[src/rtl/pd_pkg.sv]
// Package: shared constants and types for the moving-average peak detector.
// Assumes a fixed four-entry window; the tap index width follows from it.
package pd_pkg;
    localparam int WIN_LEN   = 4;
    localparam int IDX_W     = $clog2(WIN_LEN);
    localparam int GUARD_W   = $clog2(WIN_LEN);

    typedef enum logic {
        SEQ_IDLE = 1'b0,
        SEQ_RUN  = 1'b1
    } seq_state_t;
endpackage

[src/rtl/pd_window.sv]
// Module: pd_window
// Holds the most recent WIN_LEN samples in a shift chain. Tap 0 is the newest.
// A read port selects one tap by index for the shared adder.
// Assumes shift_en is a single-cycle pulse per accepted sample.
module pd_window #(
    parameter int SAMPLE_W = 12
) (
    input  logic                         clk,
    input  logic                         rst_n,
    input  logic                         shift_en,
    input  logic signed [SAMPLE_W-1:0]   din,
    input  logic [pd_pkg::IDX_W-1:0]     rd_idx,
    output logic signed [SAMPLE_W-1:0]   rd_data
);
    import pd_pkg::*;

    logic signed [SAMPLE_W-1:0] taps [WIN_LEN];

    genvar gi;
    generate
        for (gi = 0; gi < WIN_LEN; gi++) begin : g_tap
            if (gi == 0) begin : g_head
                // Purpose: load the newest sample into the head tap.
                always_ff @(posedge clk) begin
                    if (!rst_n)        taps[gi] <= '0;
                    else if (shift_en) taps[gi] <= din;
                end
            end else begin : g_body
                // Purpose: move each older sample one position down the chain.
                always_ff @(posedge clk) begin
                    if (!rst_n)        taps[gi] <= '0;
                    else if (shift_en) taps[gi] <= taps[gi-1];
                end
            end
        end
    endgenerate

    // Purpose: select the tap that feeds the adder this cycle.
    always_comb begin
        rd_data = taps[rd_idx];
    end
endmodule

[src/rtl/pd_seq.sv]
// Module: pd_seq
// Controller with a tap counter. In idle it accepts one sample and clears the
// accumulator. It then spends WIN_LEN cycles adding one tap per cycle, and marks
// the last one so the result can be registered. Strobes while busy are dropped.
module pd_seq (
    input  logic                       clk,
    input  logic                       rst_n,
    input  logic                       in_valid,
    output logic                       ready,
    output logic                       accept,
    output logic                       acc_clr,
    output logic                       acc_add,
    output logic                       acc_last,
    output logic [pd_pkg::IDX_W-1:0]   rd_idx
);
    import pd_pkg::*;

    localparam logic [IDX_W-1:0] LAST_IDX = IDX_W'(WIN_LEN - 1);

    seq_state_t              state_q, state_d;
    logic [IDX_W-1:0]        idx_q,   idx_d;

    // Purpose: decode handshake and datapath controls from the current state.
    always_comb begin
        ready    = (state_q == SEQ_IDLE);
        accept   = ready && in_valid;
        acc_clr  = accept;
        acc_add  = (state_q == SEQ_RUN);
        acc_last = acc_add && (idx_q == LAST_IDX);
        rd_idx   = idx_q;
    end

    // Purpose: next-state and tap-counter logic.
    always_comb begin
        state_d = state_q;
        idx_d   = idx_q;
        unique case (state_q)
            SEQ_IDLE: begin
                idx_d = '0;
                if (accept) state_d = SEQ_RUN;
            end
            SEQ_RUN: begin
                if (acc_last) begin
                    state_d = SEQ_IDLE;
                    idx_d   = '0;
                end else begin
                    idx_d   = idx_q + 1'b1;
                end
            end
            default: begin
                state_d = SEQ_IDLE;
                idx_d   = '0;
            end
        endcase
    end

    // Purpose: state and counter registers with synchronous reset.
    always_ff @(posedge clk) begin
        if (!rst_n) begin
            state_q <= SEQ_IDLE;
            idx_q   <= '0;
        end else begin
            state_q <= state_d;
            idx_q   <= idx_d;
        end
    end
endmodule

[src/rtl/pd_accum.sv]
// Module: pd_accum
// The single shared two-input adder, the accumulator, and the result registers.
// The accumulator has GUARD_W extra bits so that a sum of WIN_LEN samples fits.
// On the last add the sum is shifted right (floor divide) and compared,
// strictly, with the threshold. Assumes clr never coincides with add_en.
module pd_accum #(
    parameter int SAMPLE_W = 12
) (
    input  logic                         clk,
    input  logic                         rst_n,
    input  logic                         clr,
    input  logic                         add_en,
    input  logic                         last,
    input  logic signed [SAMPLE_W-1:0]   operand,
    input  logic signed [SAMPLE_W-1:0]   thresh,
    output logic signed [SAMPLE_W-1:0]   avg,
    output logic                         alert
);
    import pd_pkg::*;

    localparam int ACC_W = SAMPLE_W + GUARD_W;

    logic signed [ACC_W-1:0] acc_q;
    logic signed [ACC_W-1:0] operand_ext;
    logic signed [ACC_W-1:0] sum;
    logic signed [ACC_W-1:0] mean_full;
    logic signed [ACC_W-1:0] thresh_ext;
    logic                    above;

    // Purpose: the one shared adder plus the divide by shift and the compare.
    always_comb begin
        operand_ext = {{GUARD_W{operand[SAMPLE_W-1]}}, operand};
        thresh_ext  = {{GUARD_W{thresh[SAMPLE_W-1]}}, thresh};
        sum         = acc_q + operand_ext;
        mean_full   = sum >>> GUARD_W;
        above       = (mean_full > thresh_ext);
    end

    // Purpose: accumulator register, cleared per sample, loaded per add.
    always_ff @(posedge clk) begin
        if (!rst_n)      acc_q <= '0;
        else if (clr)    acc_q <= '0;
        else if (add_en) acc_q <= sum;
    end

    // Purpose: register the average and the alert on completion only.
    always_ff @(posedge clk) begin
        if (!rst_n) begin
            avg   <= '0;
            alert <= 1'b0;
        end else if (last) begin
            avg   <= mean_full[SAMPLE_W-1:0];
            alert <= above;
        end
    end
endmodule

[src/rtl/movavg_peak_det.sv]
// Module: movavg_peak_det (top)
// Averages the last four accepted signed samples using one shared adder over
// four cycles, and raises a registered alert when the mean exceeds thresh.
// Assumes thresh is held steady around completion edges.
module movavg_peak_det #(
    parameter int SAMPLE_W = 12
) (
    input  logic                        clk,
    input  logic                        rst_n,
    input  logic                        smp_valid,
    input  logic signed [SAMPLE_W-1:0]  smp_data,
    input  logic signed [SAMPLE_W-1:0]  thresh,
    output logic                        ready,
    output logic signed [SAMPLE_W-1:0]  avg_out,
    output logic                        alert
);
    import pd_pkg::*;

    logic                       accept;
    logic                       acc_clr;
    logic                       acc_add;
    logic                       acc_last;
    logic [IDX_W-1:0]           rd_idx;
    logic signed [SAMPLE_W-1:0] tap_data;

    pd_seq u_seq (
        .clk      (clk),
        .rst_n    (rst_n),
        .in_valid (smp_valid),
        .ready    (ready),
        .accept   (accept),
        .acc_clr  (acc_clr),
        .acc_add  (acc_add),
        .acc_last (acc_last),
        .rd_idx   (rd_idx)
    );

    pd_window #(.SAMPLE_W(SAMPLE_W)) u_window (
        .clk      (clk),
        .rst_n    (rst_n),
        .shift_en (accept),
        .din      (smp_data),
        .rd_idx   (rd_idx),
        .rd_data  (tap_data)
    );

    pd_accum #(.SAMPLE_W(SAMPLE_W)) u_accum (
        .clk      (clk),
        .rst_n    (rst_n),
        .clr      (acc_clr),
        .add_en   (acc_add),
        .last     (acc_last),
        .operand  (tap_data),
        .thresh   (thresh),
        .avg      (avg_out),
        .alert    (alert)
    );
endmodule

[config.mk]
export PLATFORM = sky130hd
export DESIGN_NAME = movavg_peak_det
export DESIGN_NICKNAME = d
export VERILOG_FILES = /design/src/rtl/pd_pkg.sv /design/src/rtl/pd_window.sv /design/src/rtl/pd_seq.sv /design/src/rtl/pd_accum.sv /design/src/rtl/movavg_peak_det.sv
export SDC_FILE = /design/constraint.sdc
export NUM_CORES = 1
export LEC_CHECK = 0
export BUFFER_PORTS_ARGS = -buffer_cell sky130_fd_sc_hd__buf_2
export CORE_MARGIN = 5
export CORE_UTILIZATION = 55
export CTS_BUF_LIST = sky130_fd_sc_hd__clkbuf_16
export DETAILED_ROUTE_END_ITERATION = 8
export GPL_TIMING_DRIVEN = 0
export PLACE_DENSITY = 0.75
export SLEW_MARGIN = 5
export SYNTH_ARGS = -nofsm -noshare
export SYNTH_HDL_FRONTEND = slang
export SYNTH_SLANG_ARGS = --single-unit
[constraint.sdc]
create_clock -name clk -period 6.4 [get_ports clk]
set_input_delay 0.64 -clock clk [delete_from_list [all_inputs] [get_ports clk]]
set_output_delay 0.64 -clock clk [all_outputs]
set_load 0.03 [all_outputs]
== Word-level counts from Yosys, hierarchy flattened ==
Memories as Yosys holds them, arrays and structs flattened. A register that Yosys moved wholly into a read port is not among the register bits.
Index checks and enable logic that the tools add are counted.
Word-level totals
  bits of input ports: 27
  memories kept: 1
  RAM bits: 48
  logic and storage cells: 32
  output and inout bits: 14
  bits in registers: 30
Operators by class
  order comparisons: 1
  equality and inequality tests: 1
  reduce and logical (&&, ||, !) cells: 3
  bitwise logic cells: 6
  add/sub/neg operators: 2
  muxes and demuxes: 13
Memories
  u_window.taps: depth 4, width 12, read ports 4, clocked after memory_dff 1, write ports 4, line pd_window.sv:17  | logic signed [SAMPLE_W-1:0] taps [WIN_LEN];
Operators by type and width (count)
  2-to-1 mux 12 bit: 4
  adder 14 x 12 -> 14 bit: 1
  > comparator 12 bit: 1
  2-to-1 mux 1 bit: 5
  2-to-1 mux 2 bit: 2
  OR 1 bit: 4
  case mux 2 bit (2 select lines): 1
  adder 2 x 1 -> 2 bit, second input constant: 1
  == test 2 bit, second input constant: 1
  logical AND 1 bit: 2
  NOT 1 bit: 2
  case mux 1 bit (2 select lines): 1
  OR reduction 2 bit: 1

== Depth between registers and ports, before layout ==
  word-level depth: 6
  mapped depth: 16
  depth with buffers taken out: 15

== By module ==
From an unflattened synthesis, not the netlist that was laid out.
Unflattened totals
  cells, all modules: 376
  area, all modules: 4169.0 µm²
By module, submodules not included
  pd_window: cells an instance 121, times used 1, area each 2082.0 µm², seq. area each 1441.4 µm²
  pd_accum: cells an instance 243, times used 1, area each 1960.6 µm², seq. area each 540.5 µm²
  pd_seq: cells an instance 12, times used 1, area each 126.4 µm², seq. area each 60.1 µm²

== Worst setup path after synthesis ==
Ideal clock, no wire load.
  path kind: register to register
  start point: reg u_seq.idx_q[0], in the netlist u_seq.rd_idx[0]
  end point: reg u_accum.alert
  cell stages (with the launch flop): 17
  library setup time: 0.117 ns
  slack: 2.494 ns
  data required time: 6.283 ns
  arrival: 3.788 ns
  period minus slack after synthesis: 3.906 ns
  path buffers: 2
  cells stage by stage: dfxtp_1 buf_2 mux4_2 ha_1 buf_6 a21o_1 a221oi_2 a21bo_1 and3b_4 xor3_2 inv_1 ha_1 nand4_1 or2_2 o22ai_1 nor2_1 a32o_1
On the way
  cells in the longest elaborated chain, start to end: 2
Ends and longest elaborated chain
  start, declared: line pd_seq.sv:21  | logic [IDX_W-1:0] idx_q, idx_d;
  start signal, assigned: line pd_seq.sv:64  | idx_q <= idx_d;
  == test 2 bit: line pd_seq.sv:29  | acc_last = acc_add && (idx_q == LAST_IDX);
  logical AND 1 bit: line pd_seq.sv:29
  end signal, assigned: line pd_accum.sv:53  | alert <= above;
  end, declared: line pd_accum.sv:17  | output logic alert
No other way between the ends.
A chain may end at the register's enable or synchronous reset.

== Final worst setup path ==
Same ends and word-level chain as after synthesis.

==> flow_summary.yaml <==
run_status:
  result_of_the_run: "finished clean"
min_path:
  worstHoldPathType: "reg2reg"
  worstHoldEndpoint: "u_accum.avg[5]$_SDFFE_PN0P_"
  worstHoldStart: "u_accum.avg[5]$_SDFFE_PN0P_"
  timing.hold.worst_path_depth: 2
drt:
  route.detailed.wl_per_inst_um: 15.6
  post_drt_via_cell_ratio: 5.57
  antenna_violating_nets_post_route: 0
  postRouteWirelength_um: 8430
  via_count: 3015
  detailed_routing_iteration_count_for_the_pre_antenna_repair_pass: 4
  drt-initial-drc-count: 119
  detail_route.drc_violations: 0
floorplanning:
  die_area_um2: 9570
  start_util_pct: 55.7
  floorplan.core_area_um2: 7610
  fp.dieH_um: 97.8
  floorplan.die.width_um: 97.8
  rows: 32
  floorplan.io_pins: 41
logic_synthesis:
  ys_seq_area_share_pct: 48.2
  synth.largest_area_cell: "sky130_fd_sc_hd__edfxtp_1"
  ys.flop_type: "sky130_fd_sc_hd__edfxtp_1"
  ys_types: 53
  synth_enable_flop_cells: 48
  synth.ff_latch_count: 78
  avgSynthCellArea_um2: 11.0
  mappedNetlistArea_um2: 4240
  ys_warn_count: 0
  syn-num-nets: 439
  asyncSetResetFlopFracSynth_pct: 0
  ys_top_cells_by_area: "sky130_fd_sc_hd__edfxtp_1 (34%), sky130_fd_sc_hd__dfxtp_1 (14%), sky130_fd_sc_hd__and2_1 (8.0%)"
  synth_top_area_share_pct: 34.0
  netlist_instances: 385
timing:
  post_route_setup_tns_ps: 0
  drv_slew: 0
  timing.final.hold_violations: 0
  maxSlewHeadroom_pct: 56.7
  finalCritPeriodShare_pct: 66.4
  timing.final.crit_period_ps: 4250
  hold_ws_ps: 454
  setup_repair_after_global_routing_missed_its_margin: "no"
  finalSetupViolations: 0
  tightestPinTransition_ps: 649
  top_achievable_clock_speed_mhz: 235
  final.setup.worst_slack_ps: 2150
  largest_clock_skew_in_the_final_design_ps: 4.73
layout:
  layout-drive-gt1-share_pct: 18.7
  final_cell_mix: "sky130_fd_sc_hd__and2_1 (54), sky130_fd_sc_hd__edfxtp_1 (48), sky130_fd_sc_hd__buf_2 (42), sky130_fd_sc_hd__dfxtp_1 (30), sky130_fd_sc_hd__nand2_1 (28)"
  layout_commonest_cell: "sky130_fd_sc_hd__and2_1"
  areaGrowthSynthToFinish_pct: 15.2
  stdcell_count: 541
  antenna-diode-count: 0
  finalInstanceArea_um2: 4890
  layout.core_utilization_pct: 64.2
  finalNetCount: 490
job:
  maxcap_viol_count: 0
place:
  place_ws_ps: 2130
  dp_cells: 527
  gpl.final_weighted_congestion: 0.862
  placed_cell_area_um2: 4580
  port-buffer-count: 39
  post-dp-hpwl_um: 6150
critical_path:
  criticalPathCategory: "reg2reg"
  crit_top_cell: "sky130_fd_sc_hd__ha_1"
  critical-path-slowest-cell: "sky130_fd_sc_hd__mux4_2"
  rr_worst_depth: 16
  path_cells: "buf_2 -> mux4_2 -> ha_1 -> buf_6 -> a21o_1 -> a221oi_2 -> a21bo_1 -> and3b_4 -> xor3_2 -> inv_1 -> ha_1 -> nand4_1 -> or2_2 -> o22ai_1 -> nor2_1 -> a32o_1"
  worst_path_arrival_ps: 4470
  cp_max_fo: 10
  regToRegEndpoint: "u_accum.alert$_SDFFE_PN0P_"
  setup_slack_of_the_most_critical_reg_to_reg_path_ps: 2150
  crit-reg2reg-launch: "u_seq.rd_idx[0]$_SDFF_PP0_"
  critPathMaxStageDelay_ps: 570
  crit_path_capture_type: "register"
  critical_path_required_ps: 6620
  startpoint_type: "register"
clocking:
  clock_tree_from_tritoncts: "built"
  ctsHtreeMaxLevel: 3
  cts-root-buf: "sky130_fd_sc_hd__clkbuf_16"
  clk_transition_reported_paths_ps: 60
  postCtsSetupRepairBufs: 0
  cts.repair.resized: 0
  cts-buffers-inserted: 9
  worstSkewPairLatency_ps: 330
  clock_tree.buffer_depth: 2
  hold_buffers_post_cts: 0
  clock_sink_count: 78
grt:
  grt_util_all_layers_pct: 18.3
  gr-total-overflow: 0
  grt_max_degree: 30
  vias_in_the_first_global_route: 2983
  antenna_found_initial: 0
  global_route_wire_length_before_repair_um: 14200
pwr:
  static-leakage-power_nw: 2.06
  irDropWorstVdd_v: 0.000169
  power.density_nw_per_um2: 265
  total_power_mw: 1.30
[layout make-up]
cell class	instances	area, um^2
clock buffer	9	225
multi-input combinational	264	2020
inverter	25	93.8
buffer	18	86.3
clock inverter	5	76.3
sequential	78	2040
timing repair buffer	40	215
fill	625	2720
tap	102	128
[routing by layer]
metal,global-route usage (%),vias to the layer above,part of all wire (%)
met1,24.4,1432,46
met4,5.86,0,1.8
li1,-,1488,-
met3,4.00,13,5.9
met2,30.0,82,47
met5,0,-,0
[synth_stat cells (9+ instances only)]
cell / n
sky130_fd_sc_hd__and2_1: 54
sky130_fd_sc_hd__edfxtp_1: 48
sky130_fd_sc_hd__dfxtp_1: 30
sky130_fd_sc_hd__nand2_1: 28
sky130_fd_sc_hd__ha_1: 26
sky130_fd_sc_hd__inv_1: 24
sky130_fd_sc_hd__a21oi_1: 21
sky130_fd_sc_hd__nor2_1: 20
sky130_fd_sc_hd__nand3_1: 13
sky130_fd_sc_hd__mux4_2: 12
sky130_fd_sc_hd__clkbuf_1: 10
sky130_fd_sc_hd__mux2i_1: 9
[power breakdown]
group	total, mW	switching, mW	internal (mW)	leakage, nW
registers	0.579	0.0142	0.565	0.764
logic	0.190	0.107	0.0836	1.15
clock network	0.527	0.192	0.335	0.145
[registers in the layout, indices dropped and copies added (netlist names)]
name           count
u_accum.acc_q     14
u_accum.alert      1
u_accum.avg       12
u_seq.acc_add      1
u_seq.rd_idx       2
u_window.taps     48
[worst max-delay path by stage]
stage	depth (start not counted)	endpoint	slack, ps	start
final	16	u_accum.alert$_SDFFE_PN0P_	2150	u_seq.rd_idx[0]$_SDFF_PP0_
after global routing	15	u_accum.alert$_SDFFE_PN0P_	1860	u_seq.rd_idx[1]$_SDFF_PP0_
after CTS	16	u_accum.alert$_SDFFE_PN0P_	2090	u_seq.rd_idx[0]$_SDFF_PP0_
after detailed placement	16	u_accum.alert$_SDFFE_PN0P_	2130	u_seq.rd_idx[0]$_SDFF_PP0_
after global placement	16	u_accum.alert$_SDFFE_PN0P_	2170	u_seq.rd_idx[0]$_SDFF_PP0_
after floorplan	16	u_accum.alert$_SDFFE_PN0P_	2490	u_seq.rd_idx[0]$_SDFF_PP0_
[cell families (layout without fill, tap and decap cells)]
family	Yosys count	after routing	synth area share, %
mux	21	21	8.50
xor+xnor	9	9	2.24
flops	78	78	48.2
buf+inv	43	97	4.22
compound gates	62	62	10.2
fa+ha+maj	27	27	8.14
simple gates	145	145	18.6
[critical path, delay by kind of cell (launching register included)]
family                     cells  cell delay, ps
AOI/OAI and AO/OA              5             990
and+or+nand+nor                4             720
adders and majority gates      2             630
muxes                          1             570
buffers and inverters          3             560
DFF                            1             460
xor gates and xnor gates       1             200
Note: power is estimated with default switching activity, not from simulation.
